--- src/rtl/thr_fifo_pkg.sv ---
package thr_fifo_pkg;

   // occupancy flags derived from the fill count
   typedef struct packed {
      logic full;
      logic not_empty;
      logic empty;
      logic not_full;
   } fifo_stat_t;

endpackage

--- src/rtl/thr_fifo_store.sv ---
module thr_fifo_store #(
   parameter int DATA_W = 8,
   parameter int DEPTH  = 16,
   localparam int PTR_W = $clog2(DEPTH)
) (
   input  logic              clk,
   input  logic              wr_en,
   input  logic [PTR_W-1:0]  wr_addr,
   input  logic [DATA_W-1:0] wr_data,
   input  logic [PTR_W-1:0]  rd_addr,
   output logic [DATA_W-1:0] rd_data
);

   logic [DATA_W-1:0] ent [DEPTH];

   // one register per slot, written only when addressed
   for (genvar e = 0; e < DEPTH; e++) begin : g_slot
      logic [DATA_W-1:0] q;
      always_ff @(posedge clk) begin
         if (wr_en && (wr_addr == PTR_W'(e))) begin
            q <= wr_data;
         end
      end
      assign ent[e] = q;
   end

   assign rd_data = ent[rd_addr];

endmodule

--- src/rtl/thr_fifo_ctrl.sv ---
module thr_fifo_ctrl #(
   parameter int DEPTH  = 16,
   localparam int PTR_W = $clog2(DEPTH),
   localparam int LVL_W = $clog2(DEPTH + 1)
) (
   input  logic             clk,
   input  logic             rst_n,
   input  logic             push,
   input  logic             pop,
   input  logic             flush,
   output logic             wr_en,
   output logic [PTR_W-1:0] wr_ptr,
   output logic [PTR_W-1:0] rd_ptr,
   output logic [LVL_W-1:0] level,
   output logic             ovf,
   output logic             unf
);

   localparam logic [LVL_W-1:0] LVL_FULL = LVL_W'(DEPTH);
   localparam bit               POW2     = ((1 << PTR_W) == DEPTH);

   logic             is_full, is_empty;
   logic             acc_push, acc_pop, bad_push, bad_pop;
   logic [PTR_W-1:0] wr_nx, rd_nx;

   assign is_full  = (level == LVL_FULL);
   assign is_empty = (level == '0);

   // legal and illegal traffic, all masked by flush
   assign acc_push = push && !flush && !is_full;
   assign acc_pop  = pop  && !flush && !is_empty;
   assign bad_push = push && !flush &&  is_full;
   assign bad_pop  = pop  && !flush &&  is_empty;

   assign wr_en = acc_push;

   // pointer advance: natural wrap for power-of-two depth, compare otherwise
   if (POW2) begin : g_wrap_nat
      assign wr_nx = wr_ptr + PTR_W'(1);
      assign rd_nx = rd_ptr + PTR_W'(1);
   end else begin : g_wrap_cmp
      assign wr_nx = (wr_ptr == PTR_W'(DEPTH - 1)) ? '0 : wr_ptr + PTR_W'(1);
      assign rd_nx = (rd_ptr == PTR_W'(DEPTH - 1)) ? '0 : rd_ptr + PTR_W'(1);
   end

   always_ff @(posedge clk) begin
      if (!rst_n || flush) begin
         wr_ptr <= '0;
         rd_ptr <= '0;
         level  <= '0;
      end else begin
         if (acc_push) wr_ptr <= wr_nx;
         if (acc_pop)  rd_ptr <= rd_nx;
         level <= level + LVL_W'(acc_push) - LVL_W'(acc_pop);
      end
   end

   always_ff @(posedge clk) begin
      if (!rst_n) begin
         ovf <= 1'b0;
         unf <= 1'b0;
      end else begin
         ovf <= bad_push;
         unf <= bad_pop;
      end
   end

endmodule

--- src/rtl/thr_fifo_flags.sv ---
module thr_fifo_flags
   import thr_fifo_pkg::*;
#(
   parameter int DEPTH  = 16,
   parameter int THR_W  = 8,
   localparam int LVL_W = $clog2(DEPTH + 1)
) (
   input  logic [LVL_W-1:0] level,
   input  logic [THR_W-1:0] thr,
   output logic             rx_hit,
   output logic             tx_hit,
   output fifo_stat_t       stat
);

   localparam int               THR_MAX  = DEPTH - 1;
   localparam logic [LVL_W-1:0] LVL_FULL = LVL_W'(DEPTH);

   logic [LVL_W-1:0] thr_eff;

   // clamp: anything above the top legal watermark acts as the top value
   if (THR_W > LVL_W) begin : g_thr_wide
      assign thr_eff = (thr > THR_W'(THR_MAX)) ? LVL_W'(THR_MAX) : thr[LVL_W-1:0];
   end else begin : g_thr_narrow
      logic [LVL_W-1:0] thr_ext;
      assign thr_ext = LVL_W'(thr);
      assign thr_eff = (thr_ext > LVL_W'(THR_MAX)) ? LVL_W'(THR_MAX) : thr_ext;
   end

   assign rx_hit = (level > thr_eff);
   assign tx_hit = (level <= thr_eff);

   assign stat.full      = (level == LVL_FULL);
   assign stat.not_full  = (level != LVL_FULL);
   assign stat.empty     = (level == '0);
   assign stat.not_empty = (level != '0);

endmodule

--- src/rtl/thr_fifo.sv ---
module thr_fifo
   import thr_fifo_pkg::*;
#(
   parameter int DATA_W = 8,
   parameter int DEPTH  = 16,
   parameter int THR_W  = 8,
   localparam int PTR_W = $clog2(DEPTH),
   localparam int LVL_W = $clog2(DEPTH + 1)
) (
   input  logic              clk,
   input  logic              rst_n,
   input  logic              push_i,
   input  logic [DATA_W-1:0] push_data_i,
   input  logic              pop_i,
   output logic [DATA_W-1:0] pop_data_o,
   input  logic              flush_i,
   input  logic [THR_W-1:0]  thr_i,
   output logic [LVL_W-1:0]  level_o,
   output logic              rx_thr_o,
   output logic              tx_thr_o,
   output logic              full_o,
   output logic              not_empty_o,
   output logic              empty_o,
   output logic              not_full_o,
   output logic              ovf_o,
   output logic              unf_o
);

   // elaboration-time parameter checks
   if (DEPTH < 2) begin : g_bad_depth
      $error("thr_fifo: DEPTH must be at least 2");
   end
   if (DATA_W < 1) begin : g_bad_data
      $error("thr_fifo: DATA_W must be at least 1");
   end
   if (THR_W < PTR_W) begin : g_bad_thr
      $error("thr_fifo: THR_W too narrow to address every watermark");
   end

   logic             wr_en;
   logic [PTR_W-1:0] wr_ptr, rd_ptr;
   logic [LVL_W-1:0] level;
   fifo_stat_t       stat;

   thr_fifo_ctrl #(.DEPTH(DEPTH)) u_ctrl (
      .clk    (clk),
      .rst_n  (rst_n),
      .push   (push_i),
      .pop    (pop_i),
      .flush  (flush_i),
      .wr_en  (wr_en),
      .wr_ptr (wr_ptr),
      .rd_ptr (rd_ptr),
      .level  (level),
      .ovf    (ovf_o),
      .unf    (unf_o)
   );

   thr_fifo_store #(.DATA_W(DATA_W), .DEPTH(DEPTH)) u_store (
      .clk     (clk),
      .wr_en   (wr_en),
      .wr_addr (wr_ptr),
      .wr_data (push_data_i),
      .rd_addr (rd_ptr),
      .rd_data (pop_data_o)
   );

   thr_fifo_flags #(.DEPTH(DEPTH), .THR_W(THR_W)) u_flags (
      .level  (level),
      .thr    (thr_i),
      .rx_hit (rx_thr_o),
      .tx_hit (tx_thr_o),
      .stat   (stat)
   );

   assign level_o     = level;
   assign full_o      = stat.full;
   assign not_empty_o = stat.not_empty;
   assign empty_o     = stat.empty;
   assign not_full_o  = stat.not_full;

endmodule

--- config.mk ---
export PLATFORM = sky130hd
export DESIGN_NAME = thr_fifo
export DESIGN_NICKNAME = d
export VERILOG_FILES = /design/src/rtl/thr_fifo_pkg.sv /design/src/rtl/thr_fifo_store.sv /design/src/rtl/thr_fifo_ctrl.sv /design/src/rtl/thr_fifo_flags.sv /design/src/rtl/thr_fifo.sv
export SDC_FILE = /design/constraint.sdc
export NUM_CORES = 1
export LEC_CHECK = 0
export CORE_MARGIN = 2
export CORE_UTILIZATION = 50
export CTS_BUF_LIST = sky130_fd_sc_hd__clkbuf_4 sky130_fd_sc_hd__clkbuf_8 sky130_fd_sc_hd__clkbuf_16
export DETAILED_ROUTE_END_ITERATION = 7
export DONT_BUFFER_PORTS = 1
export PLACE_DENSITY = 0.71
export SLEW_MARGIN = 20
export SYNTH_ARGS = -nofsm -noshare
export SYNTH_HDL_FRONTEND = slang
export SYNTH_SLANG_ARGS = --single-unit
--- constraint.sdc ---
create_clock -name clk -period 2.93 [get_ports clk]
set_input_delay 0.586 -clock clk [delete_from_list [all_inputs] [get_ports clk]]
set_output_delay 0.586 -clock clk [all_outputs]
set_load 0.01 [all_outputs]
==> results of run 1 <==
==> per-layer routing <==
layer / routed length, um / part of all wire (%) / track usage [%] / vias to the layer above
met3: 782 / 6.8 / 6.535 / 23
met4: 229 / 2.0 / 7.561 / 0
met5: 0 / 0 / 0 / -
met1: 4714 / 41 / 24.16 / 1543
li1: - / - / - / 1364
met2: 5792 / 50 / 31.97 / 91
==> registers in the layout, indices dropped and copies added, names as in the netlist <==
| signal | count |
|---|---|
| u_ctrl.level | 5 |
| u_ctrl.wr_ptr | 4 |
| u_ctrl.ovf | 1 |
| u_store.g_slot.q | 128 |
| u_ctrl.unf | 1 |
| u_ctrl.rd_ptr | 4 |
==> worst paths after layout <==
path                                                    start  slack [ps]  depth (start not counted)                               end
worst max-delay path                                 thr_i[6]         140                          7                          rx_thr_o
worst min-delay path                           push_data_i[6]         260                          0  u_store.g_slot[6].q[6]$_DFFE_PP_
worst max register to register     u_ctrl.level[2]$_SDFF_PP0_         200                         13        u_ctrl.level[4]$_SDFF_PP0_
worst min register to register  u_ctrl.wr_ptr[1]$_SDFFE_PP0P_         540                          2     u_ctrl.wr_ptr[1]$_SDFFE_PP0P_
==> power by group through the flow <==
stage               Sequential, W  Combinational, W  Clock (W)
finish                    0.00225          0.000201    0.00219
global route              0.00225          0.000223    0.00230
CTS                       0.00225          0.000203    0.00221
detailed placement        0.00230          0.000201          0
global placement          0.00229          0.000193          0
floorplan                 0.00229          0.000146          0
==> synth_stat cells, types with 2 or more instances <==
master,count
a21oi_1,4
a22oi_1,16
buf_6,3
clkbuf_1,4
clkdlybuf4s25_2,3
dfxtp_1,15
edfxtp_1,128
ha_1,16
inv_1,15
mux4_1,11
mux4_2,21
nand2_1,14
nand2b_1,5
nand3_1,4
nor2_1,29
nor2b_1,3
nor3_1,8
o21ai_0,4
xnor2_1,7
xor2_1,2
==> stage by stage <==
step | cells | worst slack, ps | power, W | util [%] | area [um^2]
5_1_grt | 518 | 12.65 | 0.004778 | 59.03 | 6798
3_5_place_dp | 486 | 98.24 | 0.002496 | 53.77 | 6192
3_3_place_gp | 486 | 131.0 | 0.002488 | 53.77 | 6192
6_report | 518 | 136.7 | 0.004645 | 59.03 | 6798
2_1_floorplan | 332 | 68.43 | 0.002441 | - | 5931
4_1_cts | 518 | 99.11 | 0.004671 | 59.03 | 6798
==> layout make-up <==
cell class,count,area [um^2]
tap,143,178.9
sequential,143,4145
fill,857,4718
clock buffer,18,432.9
clock inverter,14,172.7
timing repair buffer,25,200.2
multi-input combinational,160,1612
inverter,15,56.30
==> cells by family (layout without fill, tap and decap cells) <==
family	count (synthesis)	after routing	synth area share, %
simple gates	73	73	5.971
compound gates	27	27	3.080
xor+xnor	9	9	1.329
flops	143	143	69.87
other cells	1	1	0.06323
mux	33	33	13.02
fa+ha+maj	17	17	3.713
buf+inv	29	72	2.953
==> worst max-delay path: stages <==
cell and delay (ps):
or4_1 580, or2_2 310, ha_1 180, nor2b_1 90
o21ai_0 70, a21oi_1 180, o22a_1 210
==> what timing repair did <==
action                                 4_1_cts  5_1_grt
endpoints found under the hold margin        0        0
resized for setup                            0        1
setup endpoints to repair                    0        2
==> cell usage in the layout (no fill, tap or decap), types with 2 or more instances in the layout <==
cell,n
nand3_1,4
dfxtp_1,14
a22oi_1,16
xnor2_1,7
a21oi_1,4
nor2_1,29
clkinvlp_4,3
clkbuf_16,17
o21ai_0,4
xor2_1,2
mux4_1,11
nor3_1,8
buf_4,24
inv_1,14
ha_1,16
clkinv_2,3
nand2b_1,5
nor2b_1,3
bufinv_16,4
edfxtp_1,128
nand2_1,14
clkinv_1,4
mux4_2,21
==> results_dict.tcl, run 1 <==
set metrics [dict create \
    finalCriticalPeriod_ps 2793 \
    power.switching_w 0.0009016 \
    dieArea_um2 12750 \
    worst_pin_slew_ps 735.6 \
    synth_area_leaders "edfxtp_1, mux4_2, dfxtp_1, mux4_1, ha_1" \
    power_density_nw_per_um2 683.3 \
    drv_slew 0 \
    holdBufCountCts 0 \
    place_congestion 0.7825 \
    end_kind "output pin" \
    syn_nets 370 \
    grt_start_max_net_pins 36 \
    fp.dieH_um 112.9 \
    finalClockSkew_ps 8.971 \
    cts_setup_buffers 0 \
    clk_pin_slew_ps 60 \
    drt-total-wl_um 11520 \
    synthArstFlopShare_pct 0 \
    vias 3021 \
    drive_above_1_share_pct 20.80 \
    synthFlopType "edfxtp_1" \
    final.setup.tns_ps 0 \
    cts_tree "built" \
    ys_ff_latch 143 \
    p_seq_share_pct 48.5 \
    synth_top_area_share_pct 64.81 \
    cts_made_buffers 17 \
    whs_ps 262.6 \
    max-cap-violations 0 \
    violations "design-rule violations" \
    worstSetupPathType "input port to output pin" \
    fmax_mhz 358.0 \
    port_buffers 0 \
    routedWlPerCell_um 22.24 \
    die_w_um 112.9 \
    areaGrowthSynthToFinish_pct 14.62 \
    syn-instance-count 332 \
    status "finished with violations" \
    num_antenna_cells 0 \
    cp_max_fo 4 \
    grt_pass1_vias 3146 \
    synth_warnings 0 \
    period_share_pct 95.33 \
    p_comb_share_pct 4.3 \
    setup_viol 0 \
    ant_nets 0 \
    root_buffer "clkbuf_16" \
    grt_pass1_wl_um 17710 \
    vdd_drop_max_uv 370.8 \
    viasPerCell 5.832 \
    pwr-share-clk_pct 47.2 \
    yosysTopAreaCell "edfxtp_1" \
    clkLatencyLatePin_ps 420 \
    grt.total_usage_pct 19.47 \
    finalHoldViolCount 0 \
    num_rows 39 \
    first_pass_iters 7 \
    rsz0062_at_grt "no" \
    core_um2 11520 \
    start_kind "input port" \
    clockBufferDepth 2 \
    intPower_w 0.003743 \
    nets 400 \
    cts-htree-levels 4 \
    drc 3 \
    drt_iter0_drc 275 \
    grt_remaining_overflow 0 \
    ys_types 40 \
    ys_seq_area_share_pct 69.87 \
    relSlewSlack_pct 50.78 \
    initial_core_util_pct 51.50 \
    p_sw_share_pct 19.41 \
    synth-edff-count 128 \
    crit_required_ps 2340 \
    netlist_area_um2 5931 \
    hold_path.class "input port to flip-flop" \
    arrival_ps 2210 \
    hpwl_um 7212 \
    leakagePower_nw 2.258 \
    io_pins 42 \
    cts.sinks 143 \
    synth.avg_cell_area_um2 17.86 \
    antenna_found_initial 0 \
]
(Power assumes the default switching activity.)
==> run 2: changes to the inputs <==
--- a/config.mk
+++ b/config.mk
@@ -6,12 +6,13 @@
 export NUM_CORES = 1
 export LEC_CHECK = 0
 export CORE_MARGIN = 2
-export CORE_UTILIZATION = 50
+export CORE_UTILIZATION = 35
 export CTS_BUF_LIST = sky130_fd_sc_hd__clkbuf_4 sky130_fd_sc_hd__clkbuf_8 sky130_fd_sc_hd__clkbuf_16
 export DETAILED_ROUTE_END_ITERATION = 7
 export DONT_BUFFER_PORTS = 1
-export PLACE_DENSITY = 0.71
+export PLACE_DENSITY = 0.55
 export SLEW_MARGIN = 20
 export SYNTH_ARGS = -nofsm -noshare
 export SYNTH_HDL_FRONTEND = slang
+export SYNTH_HIERARCHICAL = 1
 export SYNTH_SLANG_ARGS = --single-unit
==> run 2 against run 1 <==
  * The run now ends clean
  * Global-route usage decreased by 5.0 points
  * Maximum frequency decreased by 1.3%
  * Non-clock buffer count decreased by 1
  * Flip-flop and latch count unchanged
  * Cell area rose by 2.4%
  * Sequential power hardly changed
==> results_dict.tcl, run 2 <==
set metrics [dict create \
    status "complete, no violations" \
    ant_nets 0 \
    cts_tree "built" \
    mostFrequentLayoutCell "edfxtp_1" \
    ff2ff_path_depth 11 \
    relSlewSlack_pct 51.93 \
    die_w_um 135.0 \
    port_buffers 0 \
    arrival_ps 2240 \
    power_density_nw_per_um2 681.6 \
    grt_start_max_net_pins 36 \
    finalCriticalPeriod_ps 2829 \
    crit_chain "buf_12 > mux4_1 > a22oi_1 > nand2_1" \
    finalHoldViolCount 0 \
    cts_made_buffers 17 \
    final.setup.tns_ps 0 \
    rsz0062_at_grt "no" \
    cp_slowest_cell "mux4_1" \
    synth_common_cells "edfxtp_1, nor2_1, mux4_2, a22oi_1, dfxtp_1" \
    synth_most_common_cell "edfxtp_1" \
    worst_slack_ps 100.7 \
    synth-edff-count 128 \
    fmax_mhz 353.4 \
    drc 0 \
    end_kind "output pin" \
    multi_input_area_um2 1707 \
    root_buffer "clkbuf_16" \
    finalClockSkew_ps 10.68 \
    worstSetupPathType "flip-flop to output pin" \
    regArea_um2 4148 \
    layout_common_cells "edfxtp_1, buf_4, nor2_1" \
    dieArea_um2 18210 \
    viasPerCell 5.278 \
    clockBufferDepth 2 \
    cp_max_fo 27 \
    max-cap-violations 0 \
    routedWlPerCell_um 20.53 \
    cts-htree-levels 4 \
    ys_types 48 \
    start_kind "flip-flop" \
    crit_end "pop_data_o[5]" \
    fin_util_pct 41.67 \
    nets 401 \
    r2r_end "u_ctrl/level[4]$_SDFF_PP0_" \
    syn-instance-count 337 \
    dpl_worst_slack_ps 200.7 \
    first_pass_iters 4 \
    drt_iter0_drc 253 \
    ys_ff_latch 143 \
    place_congestion 0.7323 \
    grt_pass1_wl_um 18940 \
    regMostFlops "u_store/g_slot.q" \
    vdd_drop_max_uv 433.4 \
    clkLatencyLatePin_ps 420 \
    layout_top_registers "u_store/g_slot.q (128), u_ctrl/level (5)" \
    fp.dieH_um 135.0 \
    post_cts.resized_instances 1 \
    initial_core_util_pct 35.94 \
    cts.sinks 143 \
    setup_viol 0 \
    clk_pin_slew_ps 60 \
    r2r-start "u_ctrl/level[3]$_SDFF_PP0_" \
    finalNonFillerCells 598 \
    synth.avg_cell_area_um2 17.81 \
    ys_seq_area_share_pct 69.04 \
    holdBufCountCts 0 \
    synthArstFlopShare_pct 0 \
    drt-total-wl_um 12280 \
    r2r_setup_slack_ps 360 \
    num_rows 47 \
    dp.cells 567 \
    io_pins 42 \
    fillCellCount 1490 \
    core_um2 16700 \
    areaGrowthSynthToFinish_pct 15.95 \
    cts_setup_buffers 0 \
    leakagePower_nw 2.281 \
    grt.total_usage_pct 14.45 \
    crit_path_max_incr_delay_ps 580 \
    hold_path.class "input port to flip-flop" \
    crit_required_ps 2340 \
    yosysTopAreaCell "edfxtp_1" \
    synthFlopType "edfxtp_1" \
    timing.critical_path.from "u_ctrl/rd_ptr[0]$_SDFFE_PP0P_" \
    vias 3156 \
    grt_remaining_overflow 0 \
    hpwl_um 7971 \
    netlist_area_um2 6002 \
    worst_pin_slew_ps 718.4 \
    num_antenna_cells 0 \
    synth_top_area_share_pct 64.04 \
    grt_pass1_vias 3180 \
    syn_nets 372 \
    synth_area_leaders "edfxtp_1, mux4_2, mux4_1, dfxtp_1, ha_1" \
    largest_register_ffs 128 \
    period_share_pct 96.56 \
    drive_above_1_share_pct 20.37 \
    drv_slew 0 \
    antenna_found_initial 0 \
    synth_warnings 6 \
]
==> run 2: how the worst min path moves through the flow <==
stage,startpoint,to,slack (ps),cells after the start
after global placement,u_ctrl/wr_ptr[3]$_SDFFE_PP0N_,u_ctrl/wr_ptr[3]$_SDFFE_PP0N_,490,2
final,push_data_i[1],u_store/g_slot[12].q[1]$_DFFE_PP_,260,0
after floorplan,u_ctrl/rd_ptr[3]$_SDFFE_PP0P_,u_ctrl/rd_ptr[3]$_SDFFE_PP0P_,480,2
after CTS,push_data_i[7],u_store/g_slot[12].q[7]$_DFFE_PP_,240,0
after global routing,push_data_i[1],u_store/g_slot[14].q[1]$_DFFE_PP_,240,0
after detailed placement,u_ctrl/wr_ptr[3]$_SDFFE_PP0N_,u_ctrl/wr_ptr[3]$_SDFFE_PP0N_,510,2
==> run 2: through the flow <==
stage          hold slack [ps]  power (W)  instance area, um^2
6_report                 260.0   0.004743                 6959
5_1_grt                  235.9   0.004912                 6959
4_1_cts                  242.2   0.004777                 6950
3_5_place_dp             512.6   0.002680                 6372
3_3_place_gp             494.4   0.002675                 6372
2_1_floorplan            477.0   0.002592                 6002
==> run 2: cells by family after synthesis <==
logic type | after synthesis | share of synthesized area (%)
fa+ha+maj | 14 | 3.044
flops | 143 | 69.04
xor+xnor | 2 | 0.2919
buf+inv | 27 | 2.668
mux | 33 | 13.05
simple gates | 76 | 7.171
other cells | 1 | 0.06248
compound gates | 41 | 4.670
==> run 2: final cells by class <==
class	count	area share (%)
flip-flops and latches	143	59.60
multi-input cells	167	24.52
clock buffers	17	6.113
well taps	220	3.955
repair buffers	24	2.949
clock inverters	14	2.157
inverters	13	0.7012
==> run 2: power breakdown <==
group	switching [W]	internal (W)	total [W]
clock network	0.000783	0.00131	0.00210
logic	0.000210	0.000165	0.000376
registers	0.0000223	0.00225	0.00227
total	0.00102	0.00373	0.00474
==> run 2: critical path: cells and delay by family, from the launching register on <==
kind / cells / cell delay (ps)
buffers and inverters: 1 / 250
multiplexers: 1 / 580
flip-flops: 1 / 450
AO/OA/AOI/OAI: 1 / 360
AND/OR/NAND/NOR: 1 / 170
==> run 2: routing by layer <==
layer / routed length, um / vias to the layer above / global-route usage [%]
met2: 5909 / 105 / 23.04
met3: 842 / 21 / 5.518
li1: - / 1416 / -
met5: 0 / - / 0
met4: 184 / 0 / 4.977
met1: 5341 / 1614 / 18.15
